## src/rtl/stb_pkg.sv

```systemverilog
package stb_pkg;
  localparam int DATA_W = 32;
  localparam int CNT_W  = 2 * DATA_W;
  localparam int ADDR_W = 4;
  localparam int NREG   = 13;

  typedef logic [CNT_W-1:0]  cnt_t;
  typedef logic [DATA_W-1:0] word_t;

  typedef enum logic [ADDR_W-1:0] {
    A_CTRL    = 4'd0,
    A_START_LO = 4'd1,
    A_START_HI = 4'd2,
    A_CNT_LO  = 4'd3,
    A_CNT_HI  = 4'd4,
    A_OFF_LO  = 4'd5,
    A_OFF_HI  = 4'd6,
    A_PCMP_LO = 4'd7,
    A_PCMP_HI = 4'd8,
    A_PCTL    = 4'd9,
    A_VCMP_LO = 4'd10,
    A_VCMP_HI = 4'd11,
    A_VCTL    = 4'd12
  } reg_addr_e;

  // unsigned at-or-above test used by both comparators
  function automatic logic reached(cnt_t seen, cnt_t limit);
    return seen >= limit;
  endfunction

  // virtual view of the physical count, wraps modulo 2^CNT_W
  function automatic cnt_t virt_of(cnt_t phys, cnt_t off);
    return phys - off;
  endfunction

  // replace one 32-bit half of a 64-bit value
  function automatic cnt_t set_half(cnt_t v, logic hi, word_t w);
    cnt_t r;
    r = v;
    if (hi) r[CNT_W-1:DATA_W] = w;
    else    r[DATA_W-1:0]     = w;
    return r;
  endfunction
endpackage

```

## src/rtl/stb_counter.sv

```systemverilog
module stb_counter
  import stb_pkg::*;
(
  input  logic       clk,
  input  logic       rst_n,
  input  logic       tick_en,
  input  logic       ctrl_wr,
  input  logic [1:0] ctrl_wdata,
  input  logic       start_wr_lo,
  input  logic       start_wr_hi,
  input  word_t      wdata,
  output cnt_t       count,
  output logic       cnt_en,
  output logic       cnt_pause,
  output logic       load_evt
);
  logic run;
  logic load_lo, load_hi;

  assign run      = cnt_en & ~cnt_pause & tick_en;
  assign load_lo  = start_wr_lo & ~cnt_en;
  assign load_hi  = start_wr_hi & ~cnt_en;
  assign load_evt = load_lo | load_hi;

  always_ff @(posedge clk or negedge rst_n) begin
    if (!rst_n) begin
      count     <= '0;
      cnt_en    <= 1'b0;
      cnt_pause <= 1'b0;
    end else begin
      if (ctrl_wr) {cnt_pause, cnt_en} <= ctrl_wdata;
      if (load_lo)      count <= set_half(count, 1'b0, wdata);
      else if (load_hi) count <= set_half(count, 1'b1, wdata);
      else if (run)     count <= count + 1'b1;
    end
  end


  cnt_step_chk: assert property (@(posedge clk) disable iff (!rst_n)
    (tick_en && cnt_en && !cnt_pause && !start_wr_lo && !start_wr_hi)
      |=> count == $past(count) + 1'b1);


  cnt_hold_chk: assert property (@(posedge clk) disable iff (!rst_n)
    ((!tick_en || cnt_pause || !cnt_en) && !load_evt) |=> $stable(count));


  start_ignore_chk: assert property (@(posedge clk) disable iff (!rst_n)
    ((start_wr_lo || start_wr_hi) && cnt_en && (cnt_pause || !tick_en))
      |=> $stable(count));
endmodule

```

## src/rtl/stb_cmp.sv

```systemverilog
module stb_cmp
  import stb_pkg::*;
(
  input  logic       clk,
  input  logic       rst_n,
  input  cnt_t       seen,
  input  logic       cmp_wr_lo,
  input  logic       cmp_wr_hi,
  input  word_t      wdata,
  input  logic       ctl_wr,
  input  logic [1:0] ctl_wdata,
  input  logic       base_jump,
  output logic [2:0] ctl_view,
  output logic       irq
);
  cnt_t cmp;
  logic status, tmr_en, tmr_mask;

  assign status   = reached(seen, cmp);
  assign irq      = status & tmr_en & ~tmr_mask;
  assign ctl_view = {status, tmr_mask, tmr_en};

  always_ff @(posedge clk or negedge rst_n) begin
    if (!rst_n) begin
      cmp      <= '0;
      tmr_en   <= 1'b0;
      tmr_mask <= 1'b1;
    end else begin
      if (cmp_wr_lo) cmp <= set_half(cmp, 1'b0, wdata);
      if (cmp_wr_hi) cmp <= set_half(cmp, 1'b1, wdata);
      if (ctl_wr) {tmr_mask, tmr_en} <= ctl_wdata;
    end
  end


  status_sticky_chk: assert property (@(posedge clk) disable iff (!rst_n)
    (status && !cmp_wr_lo && !cmp_wr_hi && !base_jump && seen != '1)
      |=> status);


  mask_quiet_chk: assert property (@(posedge clk) disable iff (!rst_n)
    tmr_mask |-> !irq);


  irq_rise_chk: assert property (@(posedge clk) disable iff (!rst_n)
    $rose(irq) |-> (tmr_en && status));
endmodule

```

## src/rtl/stb_regif.sv

```systemverilog
module stb_regif
  import stb_pkg::*;
(
  input  logic              clk,
  input  logic              rst_n,
  input  logic              bus_wr,
  input  logic              bus_rd,
  input  logic [ADDR_W-1:0] bus_addr,
  input  cnt_t              count,
  input  logic [1:0]        ctrl_view,
  input  cnt_t              off,
  input  logic [2:0]        pctl_view,
  input  logic [2:0]        vctl_view,
  input  cnt_t              pcmp_view,
  input  cnt_t              vcmp_view,
  output logic [NREG-1:0]   wr_sel,
  output word_t             rdata
);
  word_t shadow_hi;
  logic  lo_read;

  for (genvar i = 0; i < NREG; i++) begin : g_sel
    assign wr_sel[i] = bus_wr && (bus_addr == ADDR_W'(i));
  end

  assign lo_read = bus_rd && (bus_addr == A_CNT_LO);

  always_ff @(posedge clk or negedge rst_n) begin
    if (!rst_n) shadow_hi <= '0;
    else if (lo_read) shadow_hi <= count[CNT_W-1:DATA_W];
  end

  always_comb begin
    rdata = '0;
    if (bus_rd) begin
      case (bus_addr)
        A_CTRL:    rdata = word_t'(ctrl_view);
        A_CNT_LO:  rdata = count[DATA_W-1:0];
        A_CNT_HI:  rdata = shadow_hi;
        A_OFF_LO:  rdata = off[DATA_W-1:0];
        A_OFF_HI:  rdata = off[CNT_W-1:DATA_W];
        A_PCMP_LO: rdata = pcmp_view[DATA_W-1:0];
        A_PCMP_HI: rdata = pcmp_view[CNT_W-1:DATA_W];
        A_PCTL:    rdata = word_t'(pctl_view);
        A_VCMP_LO: rdata = vcmp_view[DATA_W-1:0];
        A_VCMP_HI: rdata = vcmp_view[CNT_W-1:DATA_W];
        A_VCTL:    rdata = word_t'(vctl_view);
        default:   rdata = '0;
      endcase
    end
  end


  shadow_capture_chk: assert property (@(posedge clk) disable iff (!rst_n)
    lo_read |=> shadow_hi == $past(count[CNT_W-1:DATA_W]));


  shadow_stable_chk: assert property (@(posedge clk) disable iff (!rst_n)
    !lo_read |=> $stable(shadow_hi));
endmodule

```

## src/rtl/sys_timebase.sv

```systemverilog
module sys_timebase
  import stb_pkg::*;
(
  input  logic              clk,
  input  logic              rst_n,
  input  logic              tick_en,
  input  logic              bus_wr,
  input  logic              bus_rd,
  input  logic [ADDR_W-1:0] bus_addr,
  input  logic [DATA_W-1:0] bus_wdata,
  output logic [DATA_W-1:0] bus_rdata,
  output logic              phys_irq,
  output logic              virt_irq
);
  logic [NREG-1:0] wr_sel;
  cnt_t count, off, vcount;
  logic cnt_en, cnt_pause, load_evt, off_wr;
  logic [2:0] pctl_view, vctl_view;
  cnt_t pcmp_mirror, vcmp_mirror;
  logic unused_sel;

  assign unused_sel = ^{wr_sel[A_CNT_LO], wr_sel[A_CNT_HI]};
  assign off_wr     = wr_sel[A_OFF_LO] | wr_sel[A_OFF_HI];
  assign vcount     = virt_of(count, off);

  always_ff @(posedge clk or negedge rst_n) begin
    if (!rst_n) begin
      off         <= '0;
      pcmp_mirror <= '0;
      vcmp_mirror <= '0;
    end else begin
      if (wr_sel[A_OFF_LO])  off <= set_half(off, 1'b0, bus_wdata);
      if (wr_sel[A_OFF_HI])  off <= set_half(off, 1'b1, bus_wdata);
      if (wr_sel[A_PCMP_LO]) pcmp_mirror <= set_half(pcmp_mirror, 1'b0, bus_wdata);
      if (wr_sel[A_PCMP_HI]) pcmp_mirror <= set_half(pcmp_mirror, 1'b1, bus_wdata);
      if (wr_sel[A_VCMP_LO]) vcmp_mirror <= set_half(vcmp_mirror, 1'b0, bus_wdata);
      if (wr_sel[A_VCMP_HI]) vcmp_mirror <= set_half(vcmp_mirror, 1'b1, bus_wdata);
    end
  end

  stb_counter u_cnt (
    .clk        (clk),
    .rst_n      (rst_n),
    .tick_en    (tick_en),
    .ctrl_wr    (wr_sel[A_CTRL]),
    .ctrl_wdata (bus_wdata[1:0]),
    .start_wr_lo(wr_sel[A_START_LO]),
    .start_wr_hi(wr_sel[A_START_HI]),
    .wdata      (bus_wdata),
    .count      (count),
    .cnt_en     (cnt_en),
    .cnt_pause  (cnt_pause),
    .load_evt   (load_evt)
  );

  stb_cmp u_phys (
    .clk      (clk),
    .rst_n    (rst_n),
    .seen     (count),
    .cmp_wr_lo(wr_sel[A_PCMP_LO]),
    .cmp_wr_hi(wr_sel[A_PCMP_HI]),
    .wdata    (bus_wdata),
    .ctl_wr   (wr_sel[A_PCTL]),
    .ctl_wdata(bus_wdata[1:0]),
    .base_jump(load_evt),
    .ctl_view (pctl_view),
    .irq      (phys_irq)
  );

  stb_cmp u_virt (
    .clk      (clk),
    .rst_n    (rst_n),
    .seen     (vcount),
    .cmp_wr_lo(wr_sel[A_VCMP_LO]),
    .cmp_wr_hi(wr_sel[A_VCMP_HI]),
    .wdata    (bus_wdata),
    .ctl_wr   (wr_sel[A_VCTL]),
    .ctl_wdata(bus_wdata[1:0]),
    .base_jump(load_evt | off_wr),
    .ctl_view (vctl_view),
    .irq      (virt_irq)
  );

  stb_regif u_regs (
    .clk      (clk),
    .rst_n    (rst_n),
    .bus_wr   (bus_wr),
    .bus_rd   (bus_rd),
    .bus_addr (bus_addr),
    .count    (count),
    .ctrl_view({cnt_pause, cnt_en}),
    .off      (off),
    .pctl_view(pctl_view),
    .vctl_view(vctl_view),
    .pcmp_view(pcmp_mirror),
    .vcmp_view(vcmp_mirror),
    .wr_sel   (wr_sel),
    .rdata    (bus_rdata)
  );


  phys_offset_blind_chk: assert property (@(posedge clk) disable iff (!rst_n)
    (off_wr && !load_evt && !tick_en && !wr_sel[A_PCMP_LO] && !wr_sel[A_PCMP_HI])
      |=> $stable(pctl_view[2]));


  virt_track_chk: assert property (@(posedge clk) disable iff (!rst_n)
    (!off_wr && !load_evt && !tick_en) |=> $stable(vcount));
endmodule

```

## config.mk

```make
export PLATFORM = sky130hd
export DESIGN_NAME = sys_timebase
export DESIGN_NICKNAME = d
export VERILOG_FILES = /design/src/rtl/stb_pkg.sv /design/src/rtl/stb_counter.sv /design/src/rtl/stb_cmp.sv /design/src/rtl/stb_regif.sv /design/src/rtl/sys_timebase.sv
export SDC_FILE = /design/constraint.sdc
export NUM_CORES = 1
export LEC_CHECK = 0
export BUFFER_PORTS_ARGS = -buffer_cell sky130_fd_sc_hd__clkbuf_2
export CAP_MARGIN = 20
export CORE_MARGIN = 1.5
export CORE_UTILIZATION = 60
export CTS_CLUSTER_SIZE = 25
export DETAILED_ROUTE_END_ITERATION = 7
export GPL_TIMING_DRIVEN = 1
export PLACE_DENSITY = 0.79
export SYNTH_ARGS = -nofsm -noshare
export SYNTH_HDL_FRONTEND = slang
export SYNTH_SLANG_ARGS = --single-unit
export TNS_END_PERCENT = 100
```

## constraint.sdc

```tcl
create_clock -name clk -period 15.5 [get_ports clk]
set_clock_uncertainty 0.1 [all_clocks]
set_input_delay 4.65 -clock clk [delete_from_list [all_inputs] [get_ports clk]]
set_output_delay 4.65 -clock clk [all_outputs]
set_load 0.02 [all_outputs]
```

Yosys cells after proc, flatten, opt, wreduce, memory -nomap -nowiden
Cells that the tools add are included.
{"block": "classes", "add_sub_neg": 2, "magnitude_cmp": 2, "eq_ne": 13, "n_mux": 11, "bitwise_logic": 16, "n_reduce_logical": 20}
{"cell": "case mux 32 bit (11 select lines)", "n": 1}
{"cell": "2-to-1 mux 64 bit", "n": 5}
{"cell": "2-to-1 mux 32 bit", "n": 5}
{"cell": ">= comparator 64 bit", "n": 2}
{"cell": "adder 64 x 1 -> 64 bit (second input constant)", "n": 1}
{"cell": "subtractor 64 bit", "n": 1}
{"cell": "equality test 4 bit (second input constant)", "n": 5}
{"cell": "equality test 4 x 3 -> 1 bit (second input constant)", "n": 4}
{"cell": "logical AND 1 bit", "n": 12}
{"cell": "AND reduction 2 bit", "n": 5}
{"cell": "AND 1 bit", "n": 8}
{"cell": "equality test 4 x 2 -> 1 bit (second input constant)", "n": 2}
{"cell": "inverter 1 bit", "n": 8}
{"cell": "equality test 4 x 1 -> 1 bit (second input constant)", "n": 1}
{"cell": "zero test 4 bit", "n": 1}
{"cell": "nonzero test 2 bit", "n": 2}
{"cell": "!= test 2 x 1 -> 1 bit (second input constant)", "n": 1}
{"block": "totals", "ff_bits": 294, "out_inout_bits": 34}

Depth between registers and ports, before layout
Gate-level depths: netlist of run 1.
{"block": "depth", "word_depth": 6, "mapped_depth": 23}

Modules after synthesis
From an unflattened synthesis of run 1, not the netlist that was laid out.
{"block": "hier_totals", "cells_unflattened": 2757, "hier_area_um2": 26262.7}
{"mod": "sys_timebase", "instances": 1, "cells_each": 1106, "area_per_inst_um2": 10909.2, "seq_area_each_um2": 4804.6}
{"mod": "stb_cmp", "instances": 2, "cells_each": 412, "area_per_inst_um2": 4015.1, "seq_area_each_um2": 1652.8}
{"mod": "stb_counter", "instances": 1, "cells_each": 505, "area_per_inst_um2": 4150.2, "seq_area_each_um2": 1651.6}
{"mod": "stb_regif", "instances": 1, "cells_each": 322, "area_per_inst_um2": 3173.0, "seq_area_each_um2": 800.8}

Least setup slack after synthesis of run 1
No wires, ideal clock.
{"block": "synth_timing", "path_kind": "input to output", "from": "in bus_addr[1]", "to": "out bus_rdata[31]", "t_arrival_ps": 6270, "path_slack_ps": 4480, "cell_stages": 6, "n_path_buf": 2, "cell_sequence": "clkbuf_1 nand2_1 nor3_1 clkbuf_1 a22oi_1 a41oi_1"}
{"block": "synth_between", "elab_chain_cells": 3, "word_cells_on_any_way": 13}
{"element": "from (decl)", "line": "sys_timebase.sv:9", "rtl": "input logic [ADDR_W-1:0] bus_addr,"}
{"element": "equality test 4 bit, or another cell as far along", "line": "stb_regif.sv:36", "rtl": "case (bus_addr)"}
{"element": "case mux 32 bit (11 select lines) (*)", "line": "stb_regif.sv:36"}
{"element": "2-to-1 mux 32 bit (*)", "line": "stb_regif.sv:35", "rtl": "if (bus_rd) begin"}
{"element": "to (decl)", "line": "sys_timebase.sv:11", "rtl": "output logic [DATA_W-1:0] bus_rdata,"}
Mark *: on every way between the ends. The rest lies on a longest branch, timed or not.

Worst setup path in the final report of run 1
{"block": "layout_timing", "from": "reg u_cnt.count[0]", "to": "out bus_rdata[2]"}
{"block": "layout_between", "elab_chain_cells": 4, "word_cells_on_any_way": 5}
{"element": "from (decl)", "line": "stb_counter.sv:12", "rtl": "output cnt_t count,"}
{"element": "from (signal assigned)", "line": "stb_counter.sv:32", "rtl": "if (load_lo) count <= set_half(count, 1'b0, wdata);"}
{"element": "from (signal assigned)", "line": "stb_counter.sv:33", "rtl": "else if (load_hi) count <= set_half(count, 1'b1, wdata);"}
{"element": "from (signal assigned)", "line": "stb_counter.sv:34", "rtl": "else if (run) count <= count + 1'b1;"}
{"element": "subtractor 64 bit", "line": "stb_pkg.sv:33", "rtl": "return phys - off;"}
{"element": ">= comparator 64 bit", "line": "stb_pkg.sv:28", "rtl": "return seen >= limit;"}
{"element": "case mux 32 bit (11 select lines) (*)", "line": "stb_regif.sv:36"}
{"element": "2-to-1 mux 32 bit (*)", "line": "stb_regif.sv:35"}
Marks and branches as above.

==> flow_metrics.env, run 1 <==
export IMPL_vias_per_cell=6.81
export IMPL_multi_input_area_um2=12400
export IMPL_synth_area_leaders="dfrtp_1 (35%), mux2_2 (12%), ha_1 (11%), a22oi_1 (4.5%), inv_1 (3.8%)"
export IMPL_area_growth_pct=10.3
export IMPL_final_util=0.669
export IMPL_sw_frac_of_total=0.420
export IMPL_ys_types=85
export IMPL_rsz0062_at_grt="false"
export IMPL_drt_first_iter_violations=1933
export IMPL_peakVddDrop_mv=0.101
export IMPL_synth_main_ff_cell="dfrtp_1"
export IMPL_ios=75
export IMPL_numCtsBuffers=35
export IMPL_ctsResizeCount=0
export IMPL_drcViolationCount=0
export IMPL_postLayoutCellArea_um2=23100
export IMPL_dieArea_um2=36000
export IMPL_r2r_setup_slack_ns=11.69
export IMPL_critPathMaxFanout=5
export IMPL_period_minus_slack_ns=11.73
export IMPL_relSlewSlack=0.201
export IMPL_synth_top_area_share=0.350
export IMPL_worst_ep_required_time_ns=10.75
export IMPL_syn_area_um2=20900
export IMPL_outcome="finished clean"
export IMPL_syn_nets=2419
export IMPL_tightest_slew_ns=1.17
export IMPL_end_kind="primary output"
export IMPL_tns_ns=0
export IMPL_cts_setup_buffers=0
export IMPL_setup_viol=0
export IMPL_cts_tree="built"
export IMPL_power_leakage_nw=10.5
export IMPL_yosys_area_top_type="dfrtp_1"
export IMPL_place_ws_ns=3.93
export IMPL_synth_cells=2185
export IMPL_synth_edf_count=0
export IMPL_drtPass1Iterations=5
export IMPL_power_frac_comb=0.479
export IMPL_port_buffers=74
export IMPL_gp_congestion=0.993
export IMPL_holdPathStages=1
export IMPL_power_switching_mw=1.68
export IMPL_power_frac_clock=0.220
export IMPL_clockBufferDepth=3
export IMPL_die_width_um=190
export IMPL_crit_type="flop to primary output"
export IMPL_yosysSeqAreaShare=0.352
export IMPL_clockRootBuffer="clkbuf_16"
export IMPL_globalRouteTotalUtil=0.376
export IMPL_first_global_vias=18249
export IMPL_h_tree_depth=2
export IMPL_nets=2453
export IMPL_overflow=0
export IMPL_grt_start_max_net_pins=81
export IMPL_regArea_um2=7360
export IMPL_wl_per_cell_um=25.2
export IMPL_die_y_um=190
export IMPL_arrival_ns=6.98
export IMPL_cts_sinks=294
export IMPL_r2r_start="u_cnt.count[9]$_DFFE_PN0P_"
export IMPL_ctsHoldBuffers=0
export IMPL_clk_pin_slew_ns=0.06
export IMPL_n_antenna_cell=0
export IMPL_fin_ws_ns=3.77
export IMPL_r2r_cells=9
export IMPL_syn_avg_cell_area_um2=9.57
export IMPL_grt_first_pass_wirelength_mm=105
export IMPL_seq_power_share=0.301
export IMPL_worstHoldPathType="flop to flop"
export IMPL_power_density_nw_per_um2=174
export IMPL_ys_ff_latch=294
export IMPL_core_um2=34500
export IMPL_layout_drive_gt1_share=0.194
export IMPL_drtAntennaViolNets=0
export IMPL_fillCellCount=2666
export IMPL_slew_viol_final=0
export IMPL_start_util=0.607
export IMPL_post_route_period_util=0.756
export IMPL_place_hpwl_mm=47.3
export IMPL_drv_cap=0
export IMPL_rr_endpoint="u_cnt.count[63]$_DFFE_PN0P_"
export IMPL_yosysWarnings=0
export IMPL_min_delay_start="u_regs.shadow_hi[12]$_DFFE_PN0P_"
export IMPL_startpoint_type="flop"
export IMPL_p_int_mw=2.32
export IMPL_async_reset_ff_frac=1.00
export IMPL_finalHoldViolations=0
export IMPL_max_freq_ghz=0.0853
export IMPL_num_vias=18369
export IMPL_place_area_um2=21600
export IMPL_drt_total_wl_mm=67.9
export IMPL_antenna_found_initial=0
export IMPL_insertion_delay_ns=0.55
export IMPL_min_to="u_regs.shadow_hi[12]$_DFFE_PN0P_"
export IMPL_rows=68
synthesized netlist by cell type, drive strengths merged, types with 7 or more instances:
cell	number
dfrtp	292
nand4	52
nand3	42
and4	14
o21a	11
buf	28
nand2b	15
nand2	139
o211ai	13
o21ai	90
xnor2	50
a221oi	8
nor3	25
xor2	54
and3	18
and2	15
clkbuf	72
a22oi	124
a21o	76
a41oi	32
nor4	9
nor2	104
o31ai	7
o21bai	14
mux2	229
a221o	8
a31oi	21
inv	210
a21oi	147
ha	192
state kept, by name, summed over array words and instances, names as in the netlist, 32 cells and up:
name	count
off	64
u_regs.shadow_hi	32
u_cnt.count	64
u_phys.cmp	32
vcmp_mirror	32
u_virt.cmp	32
pcmp_mirror	32
critical path, stage by stage, from the launching register on:
cell and delay (ns):
dfrtp_1 0.43, inv_1 0.17, ha_1 0.23, inv_1 0.07, fa_1 0.42, a211oi_1 0.28
o21bai_1 0.22, a221oi_2 0.55, o32ai_2 0.28, a21o_1 0.24, a41o_1 0.28, a21oi_1 0.32
xnor2_1 0.12, ha_1 0.19, a2111oi_0 0.35, o21ai_0 0.15, a21oi_1 0.22, nor4_1 0.12
a2111oi_0 0.64, nor2_1 0.15, or3_1 0.47, a221oi_2 0.28, nor2_1 0.07, clkbuf_2 0.18
stage by stage:
stage                     total power [mW]  hold slack [ns]  cells
after floorplan                       2.48            0.350   2185
after detailed placement              3.04            0.396   2629
after global placement                2.98            0.386   2629
after global routing                  4.24            0.423   2698
after CTS                             3.94            0.408   2690
final                                 4.00            0.410   2698
worst max-delay path by stage:
stage / startpoint / end / slack, ns / cells past startpoint
2_1_floorplan: bus_addr[1] / bus_rdata[31] / 4.48 / 6
3_3_place_gp: bus_addr[3] / bus_rdata[18] / 4.07 / 6
3_5_place_dp: bus_addr[3] / bus_rdata[2] / 3.93 / 8
4_1_cts: bus_addr[3] / bus_rdata[13] / 3.92 / 6
5_1_grt: u_cnt.count[0]$_DFFE_PN0P_ / bus_rdata[2] / 3.52 / 23
6_report: u_cnt.count[0]$_DFFE_PN0P_ / bus_rdata[2] / 3.77 / 23
kinds of logic (layout without fill, tap and decap cells):
| family | Yosys count | count (layout) | share of synthesized area |
|---|---|---|---|
| adders and majority gates | 193 | 193 | 0.116 |
| AOI/OAI and AO/OA | 595 | 595 | 0.196 |
| and+or+nand+nor | 460 | 460 | 0.112 |
| DFF | 294 | 294 | 0.352 |
| muxes | 229 | 229 | 0.123 |
| xor gates and xnor gates | 104 | 104 | 0.0436 |
| buffers and inverters | 310 | 368 | 0.0569 |
cell usage in the layout (no fill, tap or decap), types with 73 or more instances in the layout:
cell type and n:
dfrtp_1 292, mux2_2 229, inv_1 210, ha_1 192, a21oi_1 141, nand2_1 131
a22oi_1 124, nor2_1 96, o21ai_0 77, a21o_1 76, clkbuf_2 73
power by group through the flow:
stage	Sequential (mW)	Clock [mW]	Combinational (mW)
2_1_floorplan	1.10	0	1.38
3_3_place_gp	1.19	0	1.79
3_5_place_dp	1.20	0	1.84
4_1_cts	1.19	0.887	1.87
5_1_grt	1.22	0.916	2.11
6_report	1.20	0.881	1.92
layer usage:
metal / routed length, µm / global-route usage / vias up
li1: - / - / 8048
met3: 6590 / 0.0865 / 196
met2: 30100 / 0.575 / 1038
met5: 0 / 0 / -
met4: 2910 / 0.167 / 0
met1: 28300 / 0.508 / 9087
area by class of cell:
type | instances | area share
inverter | 210 | 0.0342
multi-input combinational | 1581 | 0.538
clock inverter | 11 | 0.00792
timing repair buffer | 97 | 0.0306
tap | 455 | 0.0247
sequential | 294 | 0.319
clock buffer | 50 | 0.0449
(Power assumes the default switching activity.)
==> run 2, diff against run 1 <==
clock period = 11.9 ns   (was 15.5 ns; I/O delays follow)
==> flow_metrics.env, run 2 (synthesis gave the netlist of run 1 again) <==
export IMPL_overflow=0
export IMPL_drt_total_wl_mm=68.5
export IMPL_place_area_um2=21700
export IMPL_gp_congestion=1.02
export IMPL_drtPass1Iterations=8
export IMPL_power_frac_comb=0.479
export IMPL_rows=68
export IMPL_wl_per_cell_um=25.4
export IMPL_drv_cap=0
export IMPL_cts_setup_buffers=0
export IMPL_p_total_mw=5.21
export IMPL_first_global_vias=18086
export IMPL_die_y_um=190
export IMPL_clockBufferDepth=3
export IMPL_outcome="finished clean"
export IMPL_startpoint_type="flop"
export IMPL_top_regs="off: 64 flops, u_cnt.count: 64 flops"
export IMPL_area_growth_pct=10.2
export IMPL_worstHoldPathType="flop to flop"
export IMPL_drt_first_iter_violations=2348
export IMPL_power_density_nw_per_um2=226
export IMPL_rsz0062_at_grt="false"
export IMPL_ctsResizeCount=0
export IMPL_cts_sinks=294
export IMPL_worst_ep_required_time_ns=8.23
export IMPL_arrival_ns=6.64
export IMPL_final_common_cell="dfrtp_1"
export IMPL_clockRootBuffer="clkbuf_16"
export IMPL_drcViolationCount=0
export IMPL_core_um2=34500
export IMPL_ctsHoldBuffers=0
export IMPL_peakVddDrop_mv=0.137
export IMPL_globalRouteTotalUtil=0.379
export IMPL_power_frac_clock=0.221
export IMPL_numCtsBuffers=34
export IMPL_mostFrequentLayoutCells="dfrtp_1 (292), mux2_2 (229), inv_1 (210)"
export IMPL_h_tree_depth=2
export IMPL_antenna_found_initial=0
export IMPL_vias_per_cell=6.84
export IMPL_ios=75
export IMPL_num_vias=18450
export IMPL_postLayoutCellArea_um2=23000
export IMPL_critPathMaxFanout=5
export IMPL_slew_viol_final=0
export IMPL_start_util=0.607
export IMPL_power_switching_mw=2.19
export IMPL_power_leakage_nw=10.5
export IMPL_insertion_delay_ns=0.56
export IMPL_post_route_period_util=0.867
export IMPL_layout_drive_gt1_share=0.195
export IMPL_nets=2451
export IMPL_setup_viol=0
export IMPL_relSlewSlack=0.161
export IMPL_clk_pin_slew_ns=0.06
export IMPL_drtAntennaViolNets=0
export IMPL_port_buffers=74
export IMPL_grt_start_max_net_pins=96
export IMPL_finalHoldViolations=0
export IMPL_place_hpwl_mm=48.0
export IMPL_grt_first_pass_wirelength_mm=105
export IMPL_end_kind="primary output"
export IMPL_die_width_um=190
export IMPL_p_int_mw=3.02
export IMPL_cts_tree="built"
export IMPL_dieArea_um2=36000
export IMPL_period_minus_slack_ns=10.31
export IMPL_max_freq_ghz=0.0970
export IMPL_n_antenna_cell=0
export IMPL_tns_ns=0
export IMPL_tightest_slew_ns=1.23
export IMPL_whs_ns=0.384
export IMPL_crit_type="flop to primary output"
export IMPL_seq_power_share=0.299
export IMPL_sw_frac_of_total=0.420
run 2: cell count changes in the layout (fill, tap and decap cells not counted):
cell	change
buf_16	-2
nor3_4	+1
clkinv_2	-3
clkbuf_8	+3
clkbuf_1	-3
buf_8	+1
nor3_2	-1
bufinv_16	-1
inv_6	+2
clkinvlp_4	+1
run 2: power by group through the flow:
stage | Combinational [mW] | Sequential [mW] | Clock [mW]
floorplan | 1.79 | 1.43 | 0
global placement | 2.33 | 1.54 | 0
detailed placement | 2.41 | 1.55 | 0
CTS | 2.44 | 1.54 | 1.16
global route | 2.73 | 1.58 | 1.20
finish | 2.50 | 1.56 | 1.15
run 2: stage by stage:
| stage | setup WS, ns | utilization | instances |
|---|---|---|---|
| 2_1_floorplan | 3.04 | - | 2185 |
| 3_3_place_gp | 2.14 | 0.628 | 2629 |
| 3_5_place_dp | 2.07 | 0.628 | 2630 |
| 4_1_cts | 1.73 | 0.664 | 2690 |
| 5_1_grt | 1.36 | 0.668 | 2696 |
| 6_report | 1.59 | 0.668 | 2696 |
run 2: path summary, 6_finish.rpt:
kind,slack (ns),depth (start not counted),start,endpoint
min in group asynchronous,2.90,1,rst_n,u_phys.cmp[40]$_DFFE_PN0P_
max in group asynchronous,6.71,3,rst_n,u_regs.shadow_hi[0]$_DFFE_PN0P_
setup / recovery,1.59,24,u_cnt.count[0]$_DFFE_PN0P_,bus_rdata[2]
hold / removal,0.38,2,u_regs.shadow_hi[30]$_DFFE_PN0P_,u_regs.shadow_hi[30]$_DFFE_PN0P_
setup reg to reg,7.95,9,u_cnt.count[1]$_DFFE_PN0P_,u_cnt.count[50]$_DFFE_PN0P_
hold reg to reg,0.38,2,u_regs.shadow_hi[30]$_DFFE_PN0P_,u_regs.shadow_hi[30]$_DFFE_PN0P_
run 2: final cells by class:
| type | instances | area [µm²] |
|---|---|---|
| clock buffers | 50 | 1060 |
| fillers | 2671 | 11400 |
| well taps | 455 | 569 |
| clock inverters | 10 | 163 |
| flip-flops and latches | 294 | 7360 |
| inverters | 210 | 788 |
| repair buffers | 96 | 666 |
| multi-input cells | 1581 | 12400 |
run 2: per-layer routing:
| metal | vias to the layer above | GRT usage | wire [µm] | share of wire |
|---|---|---|---|---|
| met5 | - | 0 | 0 | 0 |
| met2 | 1145 | 0.570 | 30200 | 0.44 |
| met1 | 9044 | 0.518 | 28100 | 0.41 |
| met4 | 0 | 0.193 | 3270 | 0.048 |
| li1 | 8036 | - | - | - |
| met3 | 225 | 0.0801 | 6930 | 0.10 |
run 2: worst max-delay path: stages (launching register included):
cell,delay [ns]
dfrtp_1,0.40
inv_1,0.11
ha_1,0.23
inv_1,0.07
fa_1,0.22
a211oi_1,0.09
o21bai_1,0.40
a21oi_1,0.22
o31ai_1,0.45
and4_1,0.31
nor2_1,0.07
o21ba_2,0.26
o31ai_1,0.37
xor2_1,0.12
ha_1,0.21
a2111oi_0,0.38
o21ai_0,0.14
a21oi_1,0.27
nor4_1,0.11
a2111oi_0,0.50
nor2_1,0.13
or3_1,0.46
a221oi_2,0.30
nor2_1,0.08
clkbuf_2,0.18
==> run 3, diff against run 2 <==
--- a/config.mk
+++ b/config.mk
@@ -7,5 +7,4 @@
 export LEC_CHECK = 0
 export BUFFER_PORTS_ARGS = -buffer_cell sky130_fd_sc_hd__clkbuf_2
-export CAP_MARGIN = 20
 export CORE_MARGIN = 1.5
 export CORE_UTILIZATION = 60
==> constraint.sdc (replaced) <==
create_clock -name clk -period 11.9 [get_ports clk]
set_clock_uncertainty 0.1 [all_clocks]
set_input_delay 2.38 -clock clk [delete_from_list [all_inputs] [get_ports clk]]
set_output_delay 2.38 -clock clk [all_outputs]
set_load 0.02 [all_outputs]
==> flow_metrics.env, run 3 (synthesis gave the netlist of run 1 again) <==
export IMPL_h_tree_depth=1
export IMPL_setup_viol=0
export IMPL_relSlewSlack=0.113
export IMPL_r2r_setup_slack_ns=7.97
export IMPL_drt_first_iter_violations=1857
export IMPL_first_global_vias=17876
export IMPL_drtAntennaViolNets=0
export IMPL_clockBufferDepth=3
export IMPL_ctsResizeCount=0
export IMPL_die_width_um=190
export IMPL_gp_congestion=0.988
export IMPL_crit_chain="inv_1, ha_1, inv_1, fa_1, a211oi_1, o21bai_1, a221oi_2, o32ai_2, a21o_1, a41o_1, a21oi_1, xnor2_1, ha_1, a2111oi_0, o21ai_0, a21oi_1, nor4_1, a2111oi_0, nor2_1, or3_1, a221oi_2, nor2_1, clkbuf_2"
export IMPL_slew_viol_final=0
export IMPL_dp_cells=2631
export IMPL_num_vias=18107
export IMPL_fillCellCount=2748
export IMPL_post_route_period_util=0.769
export IMPL_final_cells=2686
export IMPL_grtUsageMet1=0.517
export IMPL_area_growth_pct=8.43
export IMPL_grt_start_max_net_pins=85
export IMPL_n_antenna_cell=0
export IMPL_drv_cap=0
export IMPL_critPathMaxFanout=5
export IMPL_antenna_found_initial=0
export IMPL_critPathSlowestCell="a2111oi_0"
export IMPL_end_kind="primary output"
export IMPL_insertion_delay_ns=0.59
export IMPL_finalHoldViolations=0
export IMPL_max_stage_delay_ns=0.56
export IMPL_startpoint_type="flop"
export IMPL_gr_usage_met2=0.573
export IMPL_rsz0062_at_grt="false"
export IMPL_core_um2=34500
export IMPL_layout_drive_gt1_share=0.190
export IMPL_crit_type="flop to primary output"
export IMPL_port_buffers=74
export IMPL_outcome="finished clean"
export IMPL_max_freq_ghz=0.109
export IMPL_wl_per_cell_um=25.1
export IMPL_grt_busiest_layer="met2"
export IMPL_tightest_slew_ns=1.33
export IMPL_use_met3=0.0762
export IMPL_grt_first_pass_wirelength_mm=104
export IMPL_dieArea_um2=36000
export IMPL_clockRootBuffer="clkbuf_16"
export IMPL_final_common_cell="dfrtp_1"
export IMPL_start_util=0.607
export IMPL_nets=2443
export IMPL_peakVddDrop_mv=0.175
export IMPL_drcViolationCount=0
export IMPL_worstHoldPathType="flop to flop"
export IMPL_overflow=0
export IMPL_globalRouteTotalUtil=0.376
export IMPL_cts_setup_buffers=0
export IMPL_power_leakage_nw=10.3
export IMPL_drtPass1Iterations=6
export IMPL_critPathBufInv=3
export IMPL_path_delay_family="compound AO/OA/AOI/OAI gates"
export IMPL_clk_pin_slew_ns=0.06
export IMPL_vias_per_cell=6.74
export IMPL_tns_ns=0
export IMPL_worst_ep_required_time_ns=9.42
export IMPL_top_regs="off: 64 flops, u_cnt.count: 64 flops"
export IMPL_rows=68
export IMPL_arrival_ns=6.67
export IMPL_mostFrequentLayoutCells="dfrtp_1 (292), mux2_2 (229), inv_1 (210)"
export IMPL_cts_tree="built"
export IMPL_ctsHoldBuffers=0
export IMPL_period_minus_slack_ns=9.15
export IMPL_die_y_um=190
export IMPL_numCtsBuffers=31
export IMPL_power_density_nw_per_um2=222
export IMPL_drt_total_wl_mm=67.5
export IMPL_ios=75
export IMPL_cts_sinks=294
export IMPL_place_hpwl_mm=48.1
==> run 3: changes by cell type in the layout (fill, tap and decap cells not counted), moves of 2 or more <==
cell and change:
clkbuf_16 -6, buf_16 -5, clkinv_2 +4, clkbuf_1 +3
buf_4 +2, clkbuf_8 -2, inv_6 -2
==> run 3: cell type report <==
cell class	instances	area, µm²	share of cell area
multi-input combinational	1581	12400	0.548
sequential	294	7360	0.325
clock buffer	45	898	0.0396
inverter	210	788	0.0348
tap	455	569	0.0251
timing repair buffer	91	508	0.0224
clock inverter	10	128	0.00563
==> run 3: per-layer routing <==
metal	up-vias	share of wire	wire length, µm
li1	8030	-	-
met1	8915	0.42	28400
met2	961	0.44	29600
met3	201	0.097	6520
met4	0	0.045	3010
met5	-	0	0
==> run 3: worst paths after layout <==
| path | end | cells past startpoint | startpoint |
|---|---|---|---|
| setup / recovery | bus_rdata[2] | 23 | u_cnt.count[0]$_DFFE_PN0P_ |
| hold / removal | u_regs.shadow_hi[30]$_DFFE_PN0P_ | 2 | u_regs.shadow_hi[30]$_DFFE_PN0P_ |
| setup reg to reg | u_cnt.count[63]$_DFFE_PN0P_ | 9 | u_cnt.count[9]$_DFFE_PN0P_ |
| hold reg to reg | u_regs.shadow_hi[30]$_DFFE_PN0P_ | 2 | u_regs.shadow_hi[30]$_DFFE_PN0P_ |
| max in group asynchronous | pcmp_mirror[28]$_DFFE_PN0P_ | 3 | rst_n |
| min in group asynchronous | vcmp_mirror[10]$_DFFE_PN0P_ | 1 | rst_n |
==> run 3: where the power goes <==
part | switching, mW | internal (mW) | total (mW)
Combinational | 1.44 | 1.06 | 2.50
Clock | 0.410 | 0.583 | 0.993
Sequential | 0.287 | 1.25 | 1.54
Total | 2.14 | 2.89 | 5.03
==> run 3: tightest hold or removal path, stage by stage, from the launching register on <==
cell,delay (ns)
dfrtp_1,0.35
nand2_1,0.05
o21ai_0,0.07
==> run 3: per-stage QoR <==
step	area, µm²	setup slack, ns	util	hold slack (ns)	power, mW
finish	22700	2.75	0.658	0.395	5.03
global placement	21600	3.70	0.628	0.370	3.89
global route	22700	2.56	0.658	0.416	5.34
CTS	22700	2.91	0.658	0.394	4.97
floorplan	20900	4.49	-	0.350	3.23
detailed placement	21600	3.55	0.628	0.380	3.96
